$ cat config.mk
export PLATFORM = sky130hd
export DESIGN_NAME = ow_insert_port
export DESIGN_NICKNAME = d
export VERILOG_FILES = /design/src/rtl/ow_pkg.sv /design/src/rtl/ow_timing.sv /design/src/rtl/ow_shifter.sv /design/src/rtl/ow_status.sv /design/src/rtl/ow_insert_port.sv
export SDC_FILE = /design/constraint.sdc
export NUM_CORES = 1
export LEC_CHECK = 0
export ABC_AREA = 1
export CAP_MARGIN = 25
export CORE_MARGIN = 2
export CORE_UTILIZATION = 55
export DETAILED_ROUTE_END_ITERATION = 6
export DONT_BUFFER_PORTS = 1
export GPL_TIMING_DRIVEN = 0
export HOLD_SLACK_MARGIN = 0.15
export PLACE_DENSITY = 0.82
export SYNTH_ARGS = -nofsm -noshare
export SYNTH_HDL_FRONTEND = slang
export SYNTH_SLANG_ARGS = --single-unit
$ cat constraint.sdc
create_clock -name clk -period 1.62 [get_ports clk]
set_input_delay 0.324 -clock clk [delete_from_list [all_inputs] [get_ports clk]]
set_output_delay 0.324 -clock clk [all_outputs]
set_load 0.005 [all_outputs]
$ cat src/rtl/ow_pkg.sv
package ow_pkg;
  localparam int unsigned OW_BYTES = 3;
  localparam int unsigned OW_BITS  = 8 * OW_BYTES;

  typedef struct packed {
    logic [7:0] e1;
    logic [7:0] f1;
    logic [7:0] e2;
  } ow_bytes_t;
endpackage

$ cat src/rtl/ow_timing.sv
module ow_timing #(
  parameter int unsigned HALF_DIV   = 2,
  parameter int unsigned LEAD_SLOTS = 2
) (
  input  logic clk,
  input  logic rst_n,
  input  logic frame_start,
  output logic run,
  output logic oh_clk,
  output logic ow_req,
  output logic ow_fp,
  output logic samp,
  output logic samp_last
);
  localparam int unsigned PER        = 2 * HALF_DIV;
  localparam int unsigned DW         = (PER > 2) ? $clog2(PER) : 1;
  localparam int unsigned SLOT_FIRST = LEAD_SLOTS + 1;
  localparam int unsigned SLOT_LAST  = LEAD_SLOTS + ow_pkg::OW_BITS;
  localparam int unsigned SLOT_IDLE  = SLOT_LAST + 1;
  localparam int unsigned BW         = $clog2(SLOT_IDLE + 1);

  logic          run_q, run_d;
  logic [DW-1:0] div_q, div_d;
  logic [BW-1:0] slot_q, slot_d;
  logic          wrap;

  assign wrap = (div_q == DW'(PER - 1));

  always_comb begin
    run_d  = run_q;
    div_d  = div_q;
    slot_d = slot_q;
    if (frame_start) begin
      run_d  = 1'b1;
      div_d  = '0;
      slot_d = '0;
    end else if (run_q) begin
      div_d = wrap ? '0 : div_q + 1'b1;
      if (wrap && (slot_q != BW'(SLOT_IDLE))) begin
        slot_d = slot_q + 1'b1;
      end
    end
  end

  always_ff @(posedge clk or negedge rst_n) begin
    if (!rst_n) begin
      run_q  <= 1'b0;
      div_q  <= '0;
      slot_q <= '0;
    end else begin
      run_q  <= run_d;
      div_q  <= div_d;
      slot_q <= slot_d;
    end
  end

  assign run       = run_q;
  assign oh_clk    = run_q && (div_q < DW'(HALF_DIV));
  assign ow_fp     = run_q && (slot_q == BW'(LEAD_SLOTS));
  assign ow_req    = run_q && (slot_q >= BW'(SLOT_FIRST)) && (slot_q <= BW'(SLOT_LAST));
  assign samp      = ow_req && (div_q == DW'(HALF_DIV));
  assign samp_last = samp && (slot_q == BW'(SLOT_LAST));

  // first request slot directly follows the alignment slot
  p_fp_lead_r3: assert property (@(posedge clk) disable iff (!rst_n)
    $rose(ow_req) |-> $past(ow_fp));

  // capture happens just after the bit clock has fallen
  p_samp_fall_r5: assert property (@(posedge clk) disable iff (!rst_n)
    samp |-> (!oh_clk && $past(oh_clk)));
endmodule

$ cat src/rtl/ow_shifter.sv
module ow_shifter
  import ow_pkg::*;
(
  input  logic      clk,
  input  logic      rst_n,
  input  logic      samp,
  input  logic      samp_last,
  input  logic      sdi,
  output ow_bytes_t bytes,
  output logic      valid
);
  logic [OW_BITS-1:0] shift_q, shift_d;
  ow_bytes_t          out_q, out_d;
  logic               valid_d;

  always_comb begin
    shift_d = samp ? {shift_q[OW_BITS-2:0], sdi} : shift_q;
    out_d   = samp_last ? ow_bytes_t'(shift_d) : out_q;
    valid_d = samp_last;
  end

  always_ff @(posedge clk or negedge rst_n) begin
    if (!rst_n) begin
      shift_q <= '0;
      out_q   <= '0;
      valid   <= 1'b0;
    end else begin
      shift_q <= shift_d;
      out_q   <= out_d;
      valid   <= valid_d;
    end
  end

  assign bytes = out_q;

  // output bytes move only together with the valid pulse
  p_hold_r7: assert property (@(posedge clk) disable iff (!rst_n)
    !valid |-> $stable(out_q));

  // valid lasts a single cycle
  p_valid_pulse_r7: assert property (@(posedge clk) disable iff (!rst_n)
    valid |=> !valid);
endmodule

$ cat src/rtl/ow_status.sv
module ow_status (
  input  logic clk,
  input  logic rst_n,
  input  logic frame_start,
  input  logic run,
  input  logic samp_last,
  input  logic clr,
  output logic flag
);
  logic done_q, done_d;
  logic flag_d;
  logic early;

  assign early = frame_start && run && !(done_q || samp_last);

  always_comb begin
    done_d = done_q;
    if (frame_start)    done_d = 1'b0;
    else if (samp_last) done_d = 1'b1;
    flag_d = flag;
    if (clr)   flag_d = 1'b0;
    if (early) flag_d = 1'b1;
  end

  always_ff @(posedge clk or negedge rst_n) begin
    if (!rst_n) begin
      done_q <= 1'b0;
      flag   <= 1'b0;
    end else begin
      done_q <= done_d;
      flag   <= flag_d;
    end
  end

  // flag is sticky until cleared
  p_ovr_sticky_r9: assert property (@(posedge clk) disable iff (!rst_n)
    (flag && !clr) |=> flag);

  // no overrun from a frame-start that follows a completed frame
  p_no_false_ovr_r9: assert property (@(posedge clk) disable iff (!rst_n)
    (!flag && frame_start && done_q) |=> !flag);
endmodule

$ cat src/rtl/ow_insert_port.sv
module ow_insert_port #(
  parameter int unsigned HALF_DIV   = 2,
  parameter int unsigned LEAD_SLOTS = 2
) (
  input  logic       clk,
  input  logic       rst_n,
  input  logic       frame_start,
  input  logic       ow_sdi,
  input  logic       ovr_clr,
  output logic       oh_clk,
  output logic       ow_req,
  output logic       ow_fp,
  output logic [7:0] e1_byte,
  output logic [7:0] f1_byte,
  output logic [7:0] e2_byte,
  output logic       ow_valid,
  output logic       ovr_flag
);
  import ow_pkg::*;

  logic      run, samp, samp_last;
  ow_bytes_t bytes;

  ow_timing #(.HALF_DIV(HALF_DIV), .LEAD_SLOTS(LEAD_SLOTS)) u_timing (
    .clk         (clk),
    .rst_n       (rst_n),
    .frame_start (frame_start),
    .run         (run),
    .oh_clk      (oh_clk),
    .ow_req      (ow_req),
    .ow_fp       (ow_fp),
    .samp        (samp),
    .samp_last   (samp_last)
  );

  ow_shifter u_shifter (
    .clk       (clk),
    .rst_n     (rst_n),
    .samp      (samp),
    .samp_last (samp_last),
    .sdi       (ow_sdi),
    .bytes     (bytes),
    .valid     (ow_valid)
  );

  ow_status u_status (
    .clk         (clk),
    .rst_n       (rst_n),
    .frame_start (frame_start),
    .run         (run),
    .samp_last   (samp_last),
    .clr         (ovr_clr),
    .flag        (ovr_flag)
  );

  assign e1_byte = bytes.e1;
  assign f1_byte = bytes.f1;
  assign e2_byte = bytes.e2;

  // strobes stay quiet until the counter has been started
  p_idle_quiet_r1: assert property (@(posedge clk) disable iff (!rst_n)
    !run |-> (!ow_req && !ow_fp && !oh_clk));
endmodule

; ---- Yosys cells after proc, flatten, opt, wreduce, memory -nomap -nowiden
; Cells that the tools add are included.
; W data, S select, Z words.
[op_classes]
addsub = 2
magnitude_cmp = 3
n_eq_ne = 5
muxes = 11
n_reduce_logical = 16
[ops]
columns = cell, count
row1 = $mux W24, 1
row2 = $mux W5, 3
row3 = $logic_and A1 B1 Y1, 9
row4 = $reduce_bool A2 Y1, 4
row5 = $mux W2, 3
row6 = $add A5 B1 Y5 const B, 1
row7 = $eq A5 B2 Y1 const B, 1
row8 = $eq A5 B5 Y1 const B, 1
row9 = $ge A5 B2 Y1 const B, 1
row10 = $le A5 B5 Y1 const B, 1
row11 = $ne A5 B5 Y1 const B, 1
row12 = $eq A2 B2 Y1 const B, 2
row13 = $mux W1, 4
row14 = $add A2 B1 Y2 const B, 1
row15 = $lt A2 B2 Y1 const B, 1
row16 = $reduce_and A2 Y1, 1
row17 = $logic_not A1 Y1, 1
row18 = $logic_or A1 B1 Y1, 1
[totals]
regBits = 59
input_bits = 5
out_inout_bits = 29
wordCells = 47

; ---- Depth between registers and ports, before layout
; Gate-level depths: netlist of the first run.
[depth]
word_depth = 9
depth_mapped = 11
depth_no_buf = 11

; ---- Cells and area by module
; Synthesis of the first run repeated with hierarchy kept, for this count alone.
[unflattened]
cells_unflattened = 310
hier_area_um2 = 2665.1
[modules_own_cells]
columns = module, n_inst, cells_per_inst, area_each_um2, seq_area_each_um2
row1 = ow_shifter, 1, 230, 2047.0, 1226.2
row2 = ow_timing, 1, 70, 535.5, 200.2
row3 = ow_status, 1, 10, 82.6, 50.0

; ---- Least setup slack after synthesis of the first run
; No wires, ideal clock.
[synth_timing]
path_kind = flip-flop to flip-flop
startpoint = reg u_timing.slot_q[1]
endpoint = reg u_shifter.shift_q[0]
setup_ns = 0.119
t_arrival_ns = 1.375
required_ns = 1.501
slack_ns = 0.126
stages_incl_launch_ff = 8
n_path_buf = 1
period_less_slack_ns = 1.494
cell_sequence = dfrtp_1 ha_1 nor2_1 nand3_4 nand4_4 buf_8 nand2_1 and2_1
[synth_between]
elab_chain_cells = 5
elab_cells_between_ends = 6
classes_between = order compare: 2 / mux: 1 / reduce/logical: 3
[synth_lines]
columns = item, line
row1 = "start, declared", ow_timing.sv:24  ; logic [BW-1:0] slot_q, slot_d;
row2 = "start signal, assigned", ow_timing.sv:53  ; slot_q <= slot_d;
row3 = $ge A5 B2 Y1, ow_timing.sv:60  ; assign ow_req = run_q && (slot_q >= BW'(SLOT_FIRST)) && (slot_q <= BW'(SLOT_LAST));
row4 = $logic_and A1 B1 Y1, ow_timing.sv:60
row5 = $logic_and A1 B1 Y1 *, ow_timing.sv:60
row6 = $logic_and A1 B1 Y1 *, ow_timing.sv:61  ; assign samp = ow_req && (div_q == DW'(HALF_DIV));
row7 = $mux W24 *, ow_shifter.sv:17  ; shift_d = samp ? {shift_q[OW_BITS-2:0], sdi} : shift_q;
row8 = via u_shifter.shift_d[0], ow_shifter.sv:12  ; logic [OW_BITS-1:0] shift_q, shift_d;
row9 = "end signal, assigned", ow_shifter.sv:28  ; shift_q <= shift_d;
row10 = "end, declared", ow_shifter.sv:12
; Mark *: on every way through the listed nets, which the timed path passes. The rest lies on a longest branch.
; A chain may end at the register's enable or synchronous reset.

; ---- Worst setup path after layout of the first run
[layout_timing]
startpoint = reg u_timing.slot_q[0]
endpoint = out ow_req
[layout_between]
elab_chain_cells = 3
elab_cells_between_ends = 4
classes_between = order compare: 2 / reduce/logical: 2
[layout_lines]
columns = item, line
row1 = $ge A5 B2 Y1, ow_timing.sv:60
row2 = $logic_and A1 B1 Y1, ow_timing.sv:60
row3 = $logic_and A1 B1 Y1 *, ow_timing.sv:60
row4 = "end, declared", ow_insert_port.sv:11  ; output logic ow_req,
; Mark *: on every way between the ends. The rest lies on a longest branch, timed or not.

==> impl_metrics.toml, run 1 <==
[outcome]
status = "finished with violations"
violations = "negative hold slack, negative setup slack"

[critical_path]
cp_common_cell = "nand2_2"
crit_chain = "inv_2 -> ha_4 -> inv_4 -> nand2_2 -> nand2_2 -> nand2_2 -> inv_2 -> nor2_4"
crit_type = "flip-flop to output pin"
end_kind = "output pin"
path_max_fanout = 3
crit_slowest_cell = "dfrtp_1"
critPathRequiredTime_ps = 1300
cp.arrival_ps = 1430
startpoint_type = "flip-flop"
crit_path_max_incr_delay_ps = 440

[power]
p_seq_frac = 0.501
total_power_w = 0.00308
p_sw_w = 0.000829
peakVddDrop_mv = 0.650
p_per_area_mw_per_mm2 = 984
clockPowerShare = 0.380
p_int_w = 0.00225
switching_share = 0.269
p_leak_nw = 1.40
comb_power_share = 0.119

[synthesis]
synth_cells = 254
synth-seq-area-share = 0.566
yosysWarnings = 0
avgSynthCellArea_um2 = 10.1
syn-num-nets = 263
ys_ff_latch = 58
ys_types = 25
syn-cell-area_mm2 = 0.00257

[sta]
fin_ws_ps = -138
rsz0062_at_grt = "yes"
report.final.slew_viol_count = 0
slew_headroom = 0.757
timing.final.crit_share = 1.09
tightest_slew_ps = 365
fmax_mhz = 569
min_period_ps = 1760
tns_ps = -1710
fin_skew_ps = 7.13
finalSetupViolCount = 30
timing.hold.ws_ps = -322
hold_viol = 58

[final_layout]
seqCellArea_mm2 = 0.00145
syn_to_final_growth_pct = 22.0
drive_gt1_frac = 0.338
layout.nets = 285
multi_input_area_mm2 = 0.00101
fill_cells = 302
num_antenna_cells = 0

[route]
drtIter0Drc = 97
drcViolationCount = 0
wl_per_cell_um = 16.1
num_vias = 1804
wl_met2_um = 2590
drt_pass1_iterations = 4
wl_met1_um = 2360
avgViaCountPerCell = 5.42
ant_nets = 0
drt_wl_total_um = 5370
dr.max_layer_used = "met4"
wl_met3_um = 282

[floorplan]
core-area_mm2 = 0.00441
die_h_um = 72.3
initial_core_util = 0.581
dieArea_mm2 = 0.00523
io_pins = 34
rows = 24
die_x_um = 72.3

[clock_tree]
clk_path_buf_depth = 2
clk_latency_ps = 340
htree_levels = 3
numCtsBuffers = 9
holdBufCountCts = 2
tritoncts = "done"
clock_sinks = 58
cts_root_buf = "clkbuf_8"
clk_pin_slew_ps = 70

[placed_design]
dp_hpwl_um = 3070
io_buffer_count = 0
place_congestion = 0.792

[grt]
grt_pass1_vias = 1719
overflow = 0
grt_max_degree = 59
grt_use_total = 0.210
grt_pass1_wl_um = 8110
antenna_found_initial = 0

[worst_hold_path]
min_path_type = "input pin to asynchronous set/reset pin"

[job]
maxCapViolCount = 0
## synthesized netlist by cell type, drive strengths merged
cell / count / share of area
nand2: 64 / 0.11
dfrtp: 58 / 0.57
o21ai: 50 / 0.13
inv: 39 / 0.057
nand3: 10 / 0.024
buf: 9 / 0.041
and2: 1 / 0.0024
xor2: 1 / 0.0034
nor3: 1 / 0.0039
ha: 4 / 0.020
a21oi: 3 / 0.0058
nand4: 4 / 0.021
o31ai: 1 / 0.0029
clkbuf: 1 / 0.0029
nor2: 8 / 0.013
## worst max-delay path, delay by kind of cell, from the launching register on
family / cells / cell delay (ps)
adders and majority gates: 1 / 150
buffers and inverters: 3 / 200
DFF: 1 / 440
and+or+nand+nor: 4 / 320
## metal layers
layer	vias up	GRT usage
li1	852	-
met1	887	0.278
met2	53	0.312
met3	12	0.0653
met4	0	0.113
met5	-	0
## through the flow
stage / util / setup slack, ps / hold slack [ps] / instance area, um2 / cells
after floorplan: - / 126 / 28.4 / 2570 / 254
after global placement: 0.596 / 23.0 / 30.9 / 2630 / 306
after detailed placement: 0.596 / 9.40 / 30.8 / 2630 / 306
after CTS: 0.657 / -86.3 / -337 / 2900 / 328
after global routing: 0.709 / -209 / -347 / 3130 / 333
final: 0.709 / -138 / -322 / 3130 / 333
## logic make-up (layout without fill, tap and decap cells)
| family | count (synthesis) | after routing | share of synthesized area |
|---|---|---|---|
| AND/OR/NAND/NOR | 88 | 88 | 0.175 |
| flip-flops | 58 | 58 | 0.566 |
| AO/OA/AOI/OAI | 54 | 54 | 0.136 |
| buffers and inverters | 49 | 76 | 0.101 |
| adder cells (fa/ha/maj) | 4 | 4 | 0.0195 |
| XOR/XNOR | 1 | 1 | 0.00341 |
## power by group through the flow
| stage | registers [W] | clock network (W) | logic, W |
|---|---|---|---|
| after floorplan | 0.00155 | 0 | 0.000186 |
| after global placement | 0.00156 | 0 | 0.000214 |
| after detailed placement | 0.00156 | 0 | 0.000223 |
| after CTS | 0.00154 | 0.00119 | 0.000274 |
| after global routing | 0.00155 | 0.00125 | 0.000398 |
| final | 0.00154 | 0.00117 | 0.000367 |
## worst paths after layout
path,endpoint,startpoint,slack (ps),depth (start not counted)
setup / recovery,ow_req,u_timing.slot_q[0],-140,8
hold / removal,u_shifter.bytes[10],rst_n,-320,0
setup reg to reg,u_shifter.shift_q[11],u_timing.slot_q[0],-90,12
hold reg to reg,u_shifter.shift_q[21],u_shifter.shift_q[21],490,2
max in group asynchronous,u_timing.run,rst_n,1850,0
min in group clk,u_timing.slot_q[1],frame_start,160,3
## state kept, by name, summed over array words and instances, names as in the netlist
name / count
u_shifter.bytes: 24
u_shifter.shift_q: 23
u_shifter.valid: 1
u_status.done_q: 1
u_status.flag: 1
u_timing.div_q: 2
u_timing.run: 1
u_timing.slot_q: 5
## timing repair
action,in CTS,in global routing
endpoints found under the setup margin,26,49
gates cloned,0,3
endpoints found under the hold margin,60,58
setup buffers,4,2
pin swaps,4,0
gates resized for setup,14,37
## final cells by class
type / count / area share
clock buffers: 11 / 0.0452
repair buffers: 11 / 0.0472
well taps: 52 / 0.0208
clock inverters: 5 / 0.00959
flip-flops and latches: 58 / 0.464
multi-input cells: 147 / 0.324
inverters: 39 / 0.0476
plain buffers: 10 / 0.0416
## cell usage in the layout, fill, tap and decap left out, types with 3 or more instances in the layout
| cell type | n |
|---|---|
| nor2_1 | 4 |
| clkinv_2 | 3 |
| inv_1 | 35 |
| o21ai_0 | 11 |
| clkbuf_8 | 10 |
| nand3_1 | 8 |
| inv_2 | 3 |
| buf_4 | 6 |
| a21oi_1 | 3 |
| buf_12 | 4 |
| clkbuf_16 | 3 |
| o21ai_1 | 18 |
| nand2_4 | 18 |
| o21ai_2 | 21 |
| nand2_1 | 41 |
| nand2_2 | 5 |
| dfrtp_1 | 57 |
No activity file was read; power rests on OpenSTA's default activity.
==> run 2: changes to the inputs <==
- ABC_AREA: 1 -> not set
- SYNTH_HIERARCHICAL: not set -> 1
- clock period: 1.62 -> 1.8 ns (I/O delays scaled with it)
==> run 2 against run 1 <==
  * The flow finishes with violations (negative setup slack)
  * Clock skew about the same
  * Clock power up 15%
  * Count of clock-buffer cells in the layout up 1
  * Setup slack worse by 150 ps
  * Cell area down 3.4%
  * Combinational power down 72%
  * Sequential share of layout area up 2.5 points
  * Hold slack better by 520 ps
  * Cell count down 28%
  * Critical endpoint is now u_shifter/bytes[7]
  * Power down 9.4%
==> impl_metrics.toml, run 2 <==
[sta]
timing.final.crit_share = 1.16
fin_ws_ps = -284
slew_headroom = 0.741
rsz0062_at_grt = "yes"
timing.hold.ws_ps = 200
fin_skew_ps = 6.92
fmax_mhz = 480
hold_viol = 0
finalSetupViolCount = 47
tightest_slew_ps = 389
report.final.slew_viol_count = 0
min_period_ps = 2080

[synthesis]
synth_flop_cell = "dfrtp_1"
synthTopCellsByArea = "dfrtp_1 58%, mux2_4 24%, mux2_2 3.5%, ha_1 2.0%, buf_12 1.6%"
synth_edf_count = 0
synthArstFlopShare = 1.00
ys_types = 30
ys_ff_latch = 59
syn-num-nets = 172
yosysMostFrequentCell = "dfrtp_1"
syn-cell-area_mm2 = 0.00255
yosysWarnings = 6
avgSynthCellArea_um2 = 15.7
yosysTopAreaCellShare = 0.578
synth_cells = 163
yosys.area.top_type = "dfrtp_1"
synth_common_cells = "59 x dfrtp_1, 40 x mux2_4, 8 x mux2_2, 8 x nor2_1, 5 x a21oi_1"
synth-seq-area-share = 0.578

[route]
wl_per_cell_um = 18.8
num_vias = 1354
avgViaCountPerCell = 5.62
drtIter0Drc = 66
ant_nets = 0
drcViolationCount = 0
drt_wl_total_um = 4520
drt_pass1_iterations = 4

[final_layout]
syn_to_final_growth_pct = 18.4
layout_commonest_cell = "dfrtp_1"
final_cell_mix = "58 x dfrtp_1, 47 x mux2_4, 11 x clkbuf_8"
num_antenna_cells = 0
fill_cells = 300
fin_util = 0.685
drive_gt1_frac = 0.466
layout.nets = 193
fin_cells = 241

[clock_tree]
clk_pin_slew_ps = 70
tritoncts = "done"
numCtsBuffers = 9
cts_root_buf = "clkbuf_8"
clock_sinks = 59
clk_latency_ps = 330
htree_levels = 3
clk_path_buf_depth = 2

[floorplan]
initial_core_util = 0.579
core-area_mm2 = 0.00441
dieArea_mm2 = 0.00521
io_pins = 34
die_x_um = 72.2
die_h_um = 72.2
rows = 24

[power]
p_per_area_mw_per_mm2 = 924
clockPowerShare = 0.478
p_sw_w = 0.000554
peakVddDrop_mv = 0.710
p_seq_frac = 0.485
p_leak_nw = 1.46
switching_share = 0.198
p_int_w = 0.00224
comb_power_share = 0.036

[critical_path]
crit_slowest_cell = "dfrtp_1"
end_kind = "flip-flop"
critPathRequiredTime_ps = 2010
crit_chain = "inv_2 -> ha_4 -> nor2b_1 -> o211ai_1 -> and3_1 -> buf_6 -> buf_12 -> mux2_4 -> mux2_4"
rrSetupSlack_ps = -280
cp.arrival_ps = 2300
cp_common_cell = "mux2_4"
startpoint_type = "flip-flop"
crit_path_max_incr_delay_ps = 430
path_max_fanout = 10
crit_type = "flip-flop to flip-flop"

[job]
maxCapViolCount = 0

[grt]
antenna_found_initial = 0
overflow = 0
grt_max_degree = 60
grt_pass1_wl_um = 7280
grt_pass1_vias = 1480
grt_use_total = 0.191

[worst_hold_path]
min_path_type = "input pin to flip-flop"

[placed_design]
dp_hpwl_um = 2820
io_buffer_count = 0
place_congestion = 0.899
dp_cells = 215

[outcome]
violations = "negative setup slack"
status = "finished with violations"
run 2: cell types whose count changed in the layout (fill, tap and decap cells not counted), moves of 4 or more:
| cell | delta |
|---|---|
| nand2_2 | -5 |
| o21ai_2 | -21 |
| o21ai_1 | -18 |
| nand2_4 | -18 |
| mux2_4 | +47 |
| nand3_1 | -5 |
| nor2_1 | +4 |
| o21ai_0 | -9 |
| nand2_1 | -39 |
| inv_1 | -33 |
run 2: area by class of cell:
type | instances | area [um2] | area share
buffer | 8 | 88.8 | 0.0294
clock buffer | 12 | 155 | 0.0513
clock inverter | 4 | 72.6 | 0.0240
inverter | 3 | 11.3 | 0.00372
multi-input combinational | 93 | 1040 | 0.344
sequential | 59 | 1480 | 0.489
tap | 52 | 65.1 | 0.0215
timing repair buffer | 10 | 113 | 0.0372
run 2: per-layer routing:
layer  wire length, um  vias to the layer above  GRT usage
li1                  -                      614          -
met1              1800                      689      0.213
met2              2370                       40      0.316
met3               270                       11     0.0833
met4                85                        0     0.0839
met5                 0                        -          0
run 2: kinds of logic after synthesis:
logic type | Yosys count | share of synthesized area
adder cells (fa/ha/maj) | 4 | 0.0196
AND/OR/NAND/NOR | 27 | 0.0593
AO/OA/AOI/OAI | 12 | 0.0304
multiplexers | 50 | 0.278
buffers and inverters | 11 | 0.0348
flip-flops | 59 | 0.578
run 2: timing repair:
action | in CTS | in global routing
pin swaps | 1 | 0
buffers inserted | 6 | 2
resized for setup | 8 | 8
hold buffers | 3 | 0
endpoints found under the hold margin | 60 | 0
cloned | 0 | 0
setup endpoints to repair | 45 | 50
run 2: worst paths after layout:
check                                   start                    end  cells past startpoint
setup / recovery           u_timing/slot_q[0]     u_shifter/bytes[7]                      9
hold / removal                         ow_sdi   u_shifter/shift_q[0]                      1
setup reg to reg           u_timing/slot_q[0]     u_shifter/bytes[7]                      9
hold reg to reg               u_status/done_q        u_status/done_q                      2
max in group asynchronous               rst_n     u_timing/slot_q[1]                      2
min in group asynchronous               rst_n  u_shifter/shift_q[18]                      2
run 2: per-stage QoR:
| stage | worst slack [ps] | area (um2) | setup TNS, ps | total power, W |
|---|---|---|---|---|
| 2_1_floorplan | -106 | 2560 | -2150 | 0.00142 |
| 3_3_place_gp | -198 | 2620 | -4240 | 0.00142 |
| 3_5_place_dp | -274 | 2620 | -6120 | 0.00143 |
| 4_1_cts | -236 | 2990 | -5340 | 0.00282 |
| 5_1_grt | -360 | 3020 | -10410 | 0.00291 |
| 6_report | -284 | 3020 | -7020 | 0.00279 |
run 2: worst max-delay path, delay by kind of cell, from the launching register on:
kind / cells / cell delay, ps
and+or+nand+nor: 2 / 250
adders and majority gates: 1 / 130
DFF: 1 / 430
buffers and inverters: 3 / 390
muxes: 2 / 570
AOI/OAI and AO/OA: 1 / 190
run 2: power by group through the flow:
stage / Sequential [W] / Clock (W) / Combinational, W
2_1_floorplan: 0.00138 / 0 / 0.0000427
3_3_place_gp: 0.00138 / 0 / 0.0000481
3_5_place_dp: 0.00138 / 0 / 0.0000521
4_1_cts: 0.00135 / 0.00137 / 0.0000984
5_1_grt: 0.00136 / 0.00144 / 0.000115
6_report: 0.00136 / 0.00134 / 0.000101
